===== src/rtl/xrs_pkg.sv =====
package xrs_pkg;
   localparam int CFG_AW = 7;
   localparam int CFG_DW = 32;

   localparam logic [CFG_AW-1:0] A_LCH  = 7'h38;
   localparam logic [CFG_AW-1:0] A_CTRL = 7'h3A;
   localparam logic [CFG_AW-1:0] A_OFS  = 7'h3B;
   localparam logic [CFG_AW-1:0] A_DATA = 7'h3C;

   localparam int B_ERR   = 9;
   localparam int B_BUSY  = 8;
   localparam int B_START = 0;
   localparam int B_MODE  = 2;

   typedef enum logic [1:0] {
      MODE_MIF    = 2'b00,
      MODE_DIRECT = 2'b01,
      MODE_RSV2   = 2'b10,
      MODE_RSV3   = 2'b11
   } xrs_mode_e;

   typedef enum logic [2:0] {
      S_IDLE,
      S_DW_RD,
      S_DW_WR,
      S_MIF_FETCH,
      S_MIF_WR
   } xrs_state_e;
endpackage


===== src/rtl/xrs_chan_map.sv =====
module xrs_chan_map #(
   parameter int LCH_W     = 10,
   parameter int PHYS_W    = 6,
   parameter int NUM_LCH   = 12,
   parameter int NUM_PCH   = 13,
   parameter int PHYS_BASE = 2,
   parameter int REVERSE   = 0
) (
   input  logic [LCH_W-1:0]  lch_i,
   output logic [PHYS_W-1:0] phys_o,
   output logic              lch_ok_o,
   output logic              phys_ok_o
);
   if (NUM_PCH > (1 << PHYS_W)) begin : g_bad_pch
      $error("xrs_chan_map: NUM_PCH does not fit PHYS_W");
   end
   if (NUM_LCH > (1 << LCH_W)) begin : g_bad_lch
      $error("xrs_chan_map: NUM_LCH does not fit LCH_W");
   end

   int target;

   if (REVERSE != 0) begin : g_rev
      assign target = PHYS_BASE + NUM_LCH - 1 - int'(lch_i);
   end else begin : g_fwd
      assign target = PHYS_BASE + int'(lch_i);
   end

   always_comb begin
      lch_ok_o  = int'(lch_i) < NUM_LCH;
      phys_ok_o = lch_ok_o && (target >= 0) && (target < NUM_PCH);
      phys_o    = PHYS_W'(target);
   end
endmodule


===== src/rtl/xrs_prot_mask.sv =====
module xrs_prot_mask #(
   parameter int OFS_W     = 8,
   parameter int DATA_W    = 16,
   parameter int PROT_BASE = 'h10
) (
   input  logic [OFS_W-1:0]  ofs_i,
   output logic [DATA_W-1:0] mask_o
);
   localparam int NUM_PROT = 4;

   if (DATA_W < 16) begin : g_bad_w
      $error("xrs_prot_mask: DATA_W must be at least 16");
   end

   function automatic logic [15:0] field_of(input int k);
      case (k)
         0:       return 16'h00F0;
         1:       return 16'h0F00;
         2:       return 16'h000C;
         default: return 16'hC000;
      endcase
   endfunction

   logic [DATA_W-1:0] part [NUM_PROT];

   for (genvar k = 0; k < NUM_PROT; k++) begin : g_fld
      assign part[k] = (ofs_i == OFS_W'(PROT_BASE + k)) ? DATA_W'(field_of(k)) : '0;
   end

   always_comb begin
      mask_o = '0;
      for (int k = 0; k < NUM_PROT; k++) mask_o = mask_o | part[k];
   end
endmodule


===== src/rtl/xrs_mif_rom.sv =====
module xrs_mif_rom #(
   parameter int OFS_W     = 8,
   parameter int DATA_W    = 16,
   parameter int DEPTH     = 8,
   parameter int AW        = $clog2(DEPTH),
   parameter int NUM_REC   = 3,
   parameter int OFS_BASE  = 'h20,
   parameter int DATA_BASE = 'hA500
) (
   input  logic [AW-1:0]     ptr_i,
   output logic [OFS_W-1:0]  ofs_o,
   output logic [DATA_W-1:0] data_o
);
   if ((1 << AW) != DEPTH) begin : g_bad_depth
      $error("xrs_mif_rom: DEPTH must be a power of two");
   end
   if (NUM_REC >= DEPTH) begin : g_bad_rec
      $error("xrs_mif_rom: no room for the end marker");
   end

   logic [OFS_W-1:0]  rec_ofs  [DEPTH];
   logic [DATA_W-1:0] rec_data [DEPTH];

   for (genvar i = 0; i < DEPTH; i++) begin : g_rec
      if (i < NUM_REC) begin : g_body
         assign rec_ofs[i]  = OFS_W'(OFS_BASE + i);
         assign rec_data[i] = DATA_W'(DATA_BASE + i);
      end else begin : g_end
         assign rec_ofs[i]  = '1;
         assign rec_data[i] = '0;
      end
   end

   assign ofs_o  = rec_ofs[ptr_i];
   assign data_o = rec_data[ptr_i];
endmodule


===== src/rtl/xrs_engine.sv =====
module xrs_engine
   import xrs_pkg::*;
#(
   parameter int LCH_W       = 10,
   parameter int PHYS_W      = 6,
   parameter int OFS_W       = 8,
   parameter int DATA_W      = 16,
   parameter int NUM_LCH     = 12,
   parameter int NUM_PCH     = 13,
   parameter int PHYS_BASE   = 2,
   parameter int NUM_OFS     = 64,
   parameter int MIF_DEPTH   = 8,
   parameter int MIF_RECS    = 3,
   parameter int MAP_REVERSE = 0
) (
   input  logic                    clk,
   input  logic                    rst_n,
   input  logic                    start_i,
   input  logic [1:0]              mode_i,
   input  logic [LCH_W-1:0]        lch_i,
   input  logic [OFS_W-1:0]        ofs_i,
   input  logic [DATA_W-1:0]       data_i,
   output logic                    busy_o,
   output logic                    err_o,
   output logic                    be_req_o,
   output logic                    be_we_o,
   output logic [PHYS_W+OFS_W-1:0] be_addr_o,
   output logic [DATA_W-1:0]       be_wdata_o,
   input  logic [DATA_W-1:0]       be_rdata_i,
   input  logic                    be_ack_i
);
   localparam int ROM_AW = $clog2(MIF_DEPTH);
   localparam logic [ROM_AW-1:0] PTR_LAST = ROM_AW'(MIF_DEPTH - 1);

   if (NUM_OFS > (1 << OFS_W)) begin : g_bad_ofs
      $error("xrs_engine: NUM_OFS does not fit OFS_W");
   end

   xrs_state_e        state_q;
   logic [PHYS_W-1:0] phys_q;
   logic [OFS_W-1:0]  ofs_q;
   logic [DATA_W-1:0] data_q, old_q, mask_q;
   logic [ROM_AW-1:0] ptr_q;
   logic              err_q;

   logic [PHYS_W-1:0] map_phys;
   logic              lch_ok, phys_ok;
   logic [DATA_W-1:0] prot;
   logic [OFS_W-1:0]  rom_ofs;
   logic [DATA_W-1:0] rom_data;
   logic              req_bad;

   xrs_chan_map #(
      .LCH_W(LCH_W), .PHYS_W(PHYS_W), .NUM_LCH(NUM_LCH), .NUM_PCH(NUM_PCH),
      .PHYS_BASE(PHYS_BASE), .REVERSE(MAP_REVERSE)
   ) map_i (
      .lch_i(lch_i), .phys_o(map_phys), .lch_ok_o(lch_ok), .phys_ok_o(phys_ok)
   );

   xrs_prot_mask #(.OFS_W(OFS_W), .DATA_W(DATA_W)) mask_i (
      .ofs_i(ofs_i), .mask_o(prot)
   );

   xrs_mif_rom #(
      .OFS_W(OFS_W), .DATA_W(DATA_W), .DEPTH(MIF_DEPTH), .AW(ROM_AW), .NUM_REC(MIF_RECS)
   ) rom_i (
      .ptr_i(ptr_q), .ofs_o(rom_ofs), .data_o(rom_data)
   );

   always_comb begin
      req_bad = mode_i[1] || !lch_ok || !phys_ok ||
                ((mode_i == MODE_DIRECT) && (int'(ofs_i) >= NUM_OFS));
   end

   always_ff @(posedge clk or negedge rst_n) begin
      if (!rst_n) begin
         state_q <= S_IDLE;
         phys_q  <= '0;
         ofs_q   <= '0;
         data_q  <= '0;
         old_q   <= '0;
         mask_q  <= '0;
         ptr_q   <= '0;
         err_q   <= 1'b0;
      end else begin
         case (state_q)
            S_IDLE: if (start_i) begin
               err_q  <= req_bad;
               phys_q <= map_phys;
               ofs_q  <= ofs_i;
               data_q <= data_i;
               mask_q <= prot;
               ptr_q  <= '0;
               if (!req_bad)
                  state_q <= (mode_i == MODE_DIRECT) ? S_DW_RD : S_MIF_FETCH;
            end
            S_DW_RD: if (be_ack_i) begin
               old_q   <= be_rdata_i;
               state_q <= S_DW_WR;
            end
            S_DW_WR: if (be_ack_i) state_q <= S_IDLE;
            S_MIF_FETCH: begin
               if (rom_ofs == '1) begin
                  state_q <= S_IDLE;
               end else if (int'(rom_ofs) >= NUM_OFS) begin
                  err_q   <= 1'b1;
                  state_q <= S_IDLE;
               end else begin
                  state_q <= S_MIF_WR;
               end
            end
            S_MIF_WR: if (be_ack_i) begin
               if (ptr_q == PTR_LAST) begin
                  state_q <= S_IDLE;
               end else begin
                  ptr_q   <= ptr_q + 1'b1;
                  state_q <= S_MIF_FETCH;
               end
            end
            default: state_q <= S_IDLE;
         endcase
      end
   end

   always_comb begin
      be_req_o   = 1'b0;
      be_we_o    = 1'b0;
      be_addr_o  = {phys_q, ofs_q};
      be_wdata_o = '0;
      case (state_q)
         S_DW_RD: be_req_o = 1'b1;
         S_DW_WR: begin
            be_req_o   = 1'b1;
            be_we_o    = 1'b1;
            be_wdata_o = (old_q & mask_q) | (data_q & ~mask_q);
         end
         S_MIF_WR: begin
            be_req_o   = 1'b1;
            be_we_o    = 1'b1;
            be_addr_o  = {phys_q, rom_ofs};
            be_wdata_o = rom_data;
         end
         default: ;
      endcase
   end

   assign busy_o = (state_q != S_IDLE);
   assign err_o  = err_q;

   // back-end traffic only while busy is reported
   p_req_when_busy_r4: assert property (@(posedge clk) disable iff (!rst_n)
      be_req_o |-> busy_o);

   // a start during an operation does not relatch the target channel
   p_ignore_busy_start_r5: assert property (@(posedge clk) disable iff (!rst_n)
      (busy_o && start_i) |=> $stable(phys_q));

   // protected bits of the write equal those read back from the back end
   p_keep_protected_r7: assert property (@(posedge clk) disable iff (!rst_n)
      (state_q == S_DW_RD && be_ack_i) |=> ((be_wdata_o & mask_q) == ($past(be_rdata_i) & mask_q)));

   // a rejected request leaves the back end untouched
   p_err_no_traffic_r8: assert property (@(posedge clk) disable iff (!rst_n)
      $rose(err_q) |-> !be_req_o);

   // an accepted clean start clears the error flag
   p_err_clear_r12: assert property (@(posedge clk) disable iff (!rst_n)
      (start_i && !busy_o && !req_bad) |=> !err_o);

   // the end-marker offset never reaches the back end as a write
   p_no_marker_write_r13: assert property (@(posedge clk) disable iff (!rst_n)
      (be_req_o && be_we_o && state_q == S_MIF_WR) |-> (be_addr_o[OFS_W-1:0] != '1));
endmodule


===== src/rtl/xrs_streamer.sv =====
module xrs_streamer
   import xrs_pkg::*;
#(
   parameter int LCH_W       = 10,
   parameter int PHYS_W      = 6,
   parameter int OFS_W       = 8,
   parameter int DATA_W      = 16,
   parameter int NUM_LCH     = 12,
   parameter int NUM_PCH     = 13,
   parameter int PHYS_BASE   = 2,
   parameter int NUM_OFS     = 64,
   parameter int MIF_DEPTH   = 8,
   parameter int MIF_RECS    = 3,
   parameter int MAP_REVERSE = 0
) (
   input  logic                    clk,
   input  logic                    rst_n,
   input  logic [6:0]              cfg_addr,
   input  logic                    cfg_wr,
   input  logic [31:0]             cfg_wdata,
   output logic [31:0]             cfg_rdata,
   output logic                    be_req,
   output logic                    be_we,
   output logic [PHYS_W+OFS_W-1:0] be_addr,
   output logic [DATA_W-1:0]       be_wdata,
   input  logic [DATA_W-1:0]       be_rdata,
   input  logic                    be_ack
);
   if (DATA_W > CFG_DW || LCH_W > DATA_W || OFS_W > DATA_W || DATA_W < 16) begin : g_bad_w
      $error("xrs_streamer: field widths do not fit the control word");
   end

   logic [LCH_W-1:0]  lch_q;
   logic [1:0]        mode_q;
   logic [OFS_W-1:0]  ofs_q;
   logic [DATA_W-1:0] data_q;
   logic              busy, err, start;
   logic              unused_wdata_hi;

   assign unused_wdata_hi = ^cfg_wdata[CFG_DW-1:DATA_W];
   assign start = cfg_wr && (cfg_addr == A_CTRL) && cfg_wdata[B_START];

   always_ff @(posedge clk or negedge rst_n) begin
      if (!rst_n) begin
         lch_q  <= '0;
         mode_q <= '0;
         ofs_q  <= '0;
         data_q <= '0;
      end else if (cfg_wr) begin
         case (cfg_addr)
            A_LCH:  lch_q  <= cfg_wdata[LCH_W-1:0];
            A_CTRL: mode_q <= cfg_wdata[B_MODE+1:B_MODE];
            A_OFS:  ofs_q  <= cfg_wdata[OFS_W-1:0];
            A_DATA: data_q <= cfg_wdata[DATA_W-1:0];
            default: ;
         endcase
      end
   end

   always_comb begin
      cfg_rdata = '0;
      case (cfg_addr)
         A_LCH:  cfg_rdata[LCH_W-1:0] = lch_q;
         A_CTRL: begin
            cfg_rdata[B_ERR]             = err;
            cfg_rdata[B_BUSY]            = busy;
            cfg_rdata[B_MODE+1:B_MODE]   = mode_q;
         end
         A_OFS:  cfg_rdata[OFS_W-1:0]  = ofs_q;
         A_DATA: cfg_rdata[DATA_W-1:0] = data_q;
         default: ;
      endcase
   end

   xrs_engine #(
      .LCH_W(LCH_W), .PHYS_W(PHYS_W), .OFS_W(OFS_W), .DATA_W(DATA_W),
      .NUM_LCH(NUM_LCH), .NUM_PCH(NUM_PCH), .PHYS_BASE(PHYS_BASE), .NUM_OFS(NUM_OFS),
      .MIF_DEPTH(MIF_DEPTH), .MIF_RECS(MIF_RECS), .MAP_REVERSE(MAP_REVERSE)
   ) eng_i (
      .clk(clk), .rst_n(rst_n),
      .start_i(start), .mode_i(cfg_wdata[B_MODE+1:B_MODE]),
      .lch_i(lch_q), .ofs_i(ofs_q), .data_i(data_q),
      .busy_o(busy), .err_o(err),
      .be_req_o(be_req), .be_we_o(be_we), .be_addr_o(be_addr),
      .be_wdata_o(be_wdata), .be_rdata_i(be_rdata), .be_ack_i(be_ack)
   );

   // the mode field changes only through a control write
   p_mode_hold_r2: assert property (@(posedge clk) disable iff (!rst_n)
      !(cfg_wr && cfg_addr == A_CTRL) |=> $stable(mode_q));

   // the channel register is not disturbed by writes elsewhere
   p_lch_hold_r1: assert property (@(posedge clk) disable iff (!rst_n)
      !(cfg_wr && cfg_addr == A_LCH) |=> $stable(lch_q));

   // a reserved-mode start never makes the block busy
   p_rsv_not_busy_r11: assert property (@(posedge clk) disable iff (!rst_n)
      (start && !busy && cfg_wdata[B_MODE+1]) |=> !busy);
endmodule


===== config.mk =====
export PLATFORM = sky130hd
export DESIGN_NAME = xrs_streamer
export DESIGN_NICKNAME = d
export VERILOG_FILES = /design/src/rtl/xrs_pkg.sv /design/src/rtl/xrs_chan_map.sv /design/src/rtl/xrs_prot_mask.sv /design/src/rtl/xrs_mif_rom.sv /design/src/rtl/xrs_engine.sv /design/src/rtl/xrs_streamer.sv
export SDC_FILE = /design/constraint.sdc
export NUM_CORES = 1
export LEC_CHECK = 0
export CAP_MARGIN = 20
export CORE_MARGIN = 4
export CORE_UTILIZATION = 54
export CTS_BUF_LIST = sky130_fd_sc_hd__clkbuf_2
export DETAILED_ROUTE_END_ITERATION = 10
export GPL_ROUTABILITY_DRIVEN = 0
export PLACE_DENSITY = 0.95
export SLEW_MARGIN = 0
export SYNTH_ARGS = -nofsm -noshare
export SYNTH_HDL_FRONTEND = slang
export SYNTH_SLANG_ARGS = --single-unit

===== constraint.sdc =====
create_clock -name clk -period 3.1 [get_ports clk]
set_input_delay 0.62 -clock clk [delete_from_list [all_inputs] [get_ports clk]]
set_output_delay 0.62 -clock clk [all_outputs]
set_load 0.01 [all_outputs]

==> results.toml <==
[yosys]
ys_async_sr_fraction_pct = 100
synth-edff-count = 0
yosys.area.top_type_share_pct = 49.1
syn_inst = 440
yosysSeqAreaShare_pct = 49.1
syn_avg_cell_area_sq_um = 10.3
synth_cell_type_count = 54
post-synth-top-area-cell = "dfrtp_1"
ys_seq_elements = 89
ys.flop_type = "dfrtp_1"
yosys_warnings = 0
synth.area.top_cells = "dfrtp_1 49%, mux2_2 11%, nand2_1 8.9%"
syn-cell-area_sq_mm = 0.00454

[layout]
fin_nets = 604
layout.cells.non_filler = 649
layout_common_cells = "106 x nand2_1, 86 x dfrtp_1, 68 x clkdlybuf4s50_1"
drive_above_1_share_pct = 20.3
layout_commonest_cell = "nand2_1"
final_util_pct = 70.3
area_delta_synth_final_pct = 26.6
fillCellCount = 537

[power_and_ir_drop]
power_frac_seq_pct = 60.6
power_density_mw_per_mm2 = 379
p_sw_mw = 0.655
combPwrFrac_pct = 15.4
totalPowerFinal_mw = 2.18
sw_frac_of_total_pct = 30.1
p_leak_nw = 3.05
clkPwrFrac_pct = 24.1
p_int_mw = 1.52
vdd_ir_drop_max_mv = 0.257

[placed_design]
dpl_worst_slack_ps = -122
dp_hpwl_microns = 8630
portBuffers = 86
placed_cells = 622

[worst_setup_path]
crit_family = "buffers and inverters"
cpMostUsedCell = "clkdlybuf4s50_1"
crit_required_ps = 2480
cp.depth = 6
r2r_setup_slack_ps = 1070
cp_num_buf_inv = 3
criticalPathCategory = "input port to output port"
worst-r2r-cell-count = 6
endpoint_kind = "output port"
critPathLaunch = "cfg_addr[6]"
crit_path_max_fanout = 6
start_kind = "input port"
cp_cell_sequence = "clkdlybuf4s50_1 > nand4b_4 > buf_4 > nor3_4 > and3_1 > clkdlybuf4s50_1"
r2r_start = "eng_i.ptr_q[0]$_DFFE_PN0P_"
r2r-end = "eng_i.ptr_q[0]$_DFFE_PN0P_"
endpoint = "cfg_rdata[10]"
max_stage_delay_ps = 530
cpMaxStageDelayCell = "clkdlybuf4s50_1"
cp.arrival_ps = 2430

[clock_network]
clk_path_buf_depth = 2
htreeDepth = 3
clk_pin_slew_worst_paths_ps = 260
clk_latency_ps = 560
clockRootBuffer = "clkbuf_2"
cts_tree = "yes"
clock-sinks = 89
cts_made_buffers = 9

[min_path]
min_path_type = "input port to async pin"

[sta]
whs_ps = 430
finalCriticalPeriod_ps = 3050
period_share_pct = 98.3
drv_slew = 0
fmax_mhz = 328
final.setup.worst_slack_ps = 51.3
setup_viol = 0
max-slew-margin-rel_pct = 57.6
worstMarginPinSlew_ps = 631
fin_skew_ps = 38.2
finalHoldViolations = 0

[route]
ant_nets = 0
drc = 0
dr.pass1.iters = 8
routed_wl_microns = 12600
dr.first_iter.drc_count = 407
wire_per_inst_microns = 19.4
viasPerCell = 5.89
via_count = 3822

[floorplan]
core_area_sq_mm = 0.00818
dieWidth_microns = 99.7
io_pins = 123
rows = 33
start_util_pct = 55.5
die_h_microns = 99.7
dieArea_sq_mm = 0.00993

[grt]
antenna_found_initial = 1
grt_max_degree = 90
first_global_vias = 3743
grt_usage_pct = 24.3
grt_overflow = 0
grt_pass1_wl_microns = 19000

[job]
maxCapViolCount = 0

[status]
status = "complete, no violations"
power by group through the flow:
stage | combinational [mW] | clock (mW) | sequential (mW)
2_1_floorplan | 0.178 | 0 | 1.31
3_3_place_gp | 0.275 | 0 | 1.34
3_5_place_dp | 0.292 | 0 | 1.34
4_1_cts | 0.313 | 0.524 | 1.31
5_1_grt | 0.368 | 0.579 | 1.33
6_report | 0.335 | 0.524 | 1.32
registers in the layout (all words and copies together), names as in the netlist:
name           count
eng_i.data_q      16
mode_q             2
eng_i.phys_q       6
eng_i.state_q      3
eng_i.err_o        1
eng_i.mask_q       4
ofs_q              8
data_q            16
eng_i.old_q       12
eng_i.ptr_q        3
lch_q             10
eng_i.ofs_q        8
cell type report:
class | instances | area (sq um) | area share, %
repair buffers | 110 | 1100 | 19.1
inverters | 9 | 33.8 | 0.588
clock buffers | 10 | 50.0 | 0.871
well taps | 105 | 131 | 2.29
flip-flops and latches | 89 | 2230 | 38.8
diodes | 1 | 2.50 | 0.0435
clock inverters | 6 | 42.5 | 0.740
multi-input cells | 319 | 2160 | 37.5
worst reg2reg max path: stages, from the launching register on:
cell and delay, ps:
dfrtp_2 480, ha_1 230, ha_1 210, nand2b_1 190
a21boi_0 420, nand2b_1 140, mux2_2 280
layer usage:
layer / vias up / GRT usage [%] / part of all wire, %
met4: 0 / 10.8 / 3.2
met3: 41 / 4.49 / 7.2
met1: 1873 / 31.4 / 40
met5: - / 0 / 0
met2: 229 / 40.1 / 50
li1: 1679 / - / -
metrics by stage:
step | setup TNS, ps | cell area, sq um
2_1_floorplan | 0 | 4590
3_3_place_gp | -416 | 5450
3_5_place_dp | -478 | 5450
4_1_cts | -65.6 | 5560
5_1_grt | -94.2 | 5750
6_report | 0 | 5750
cells by family (layout without fill, tap and decap cells):
logic type / after synthesis / after routing / share of synthesized area [%]
AND/OR/NAND/NOR: 171 / 171 / 17.8
AO/OA/AOI/OAI: 49 / 49 / 7.06
multiplexers: 72 / 72 / 17.3
other: 1 / 17 / 0.0826
flip-flops: 89 / 89 / 49.1
adder cells (fa/ha/maj): 7 / 7 / 1.93
buffers and inverters: 47 / 135 / 6.01
XOR/XNOR: 4 / 4 / 0.772
Yosys cell counts (all sizes together), types with 4 or more instances:
library cell,instances
o21ai,22
nor2,17
mux2,47
and3,8
nor3,8
a21oi,4
nor4,4
buf,31
nand2,109
ha,7
inv,9
nand3,8
clkbuf,7
dfrtp,89
a21o,6
mux2i,25
timing repair:
item,CTS,global route
pin swaps,0,1
buffers inserted,1,7
gates resized for setup,8,32
hold buffers,0,1
endpoints found under the setup margin,23,36
hold endpoints to repair,0,20
how the worst min path moves through the flow:
stage	from	end	slack, ps	cells after the start
global route	rst_n	eng_i.data_q[10]$_DFFE_PN0P_	410	2
global placement	eng_i.data_q[12]$_DFFE_PN0P_	eng_i.data_q[12]$_DFFE_PN0P_	440	2
CTS	rst_n	eng_i.old_q[9]$_DFFE_PN0P_	260	1
floorplan	rst_n	data_q[0]$_DFFE_PN0P_	320	0
finish	rst_n	eng_i.data_q[10]$_DFFE_PN0P_	430	2
detailed placement	eng_i.data_q[11]$_DFFE_PN0P_	eng_i.data_q[11]$_DFFE_PN0P_	460	2
(Power assumes the default switching activity.)
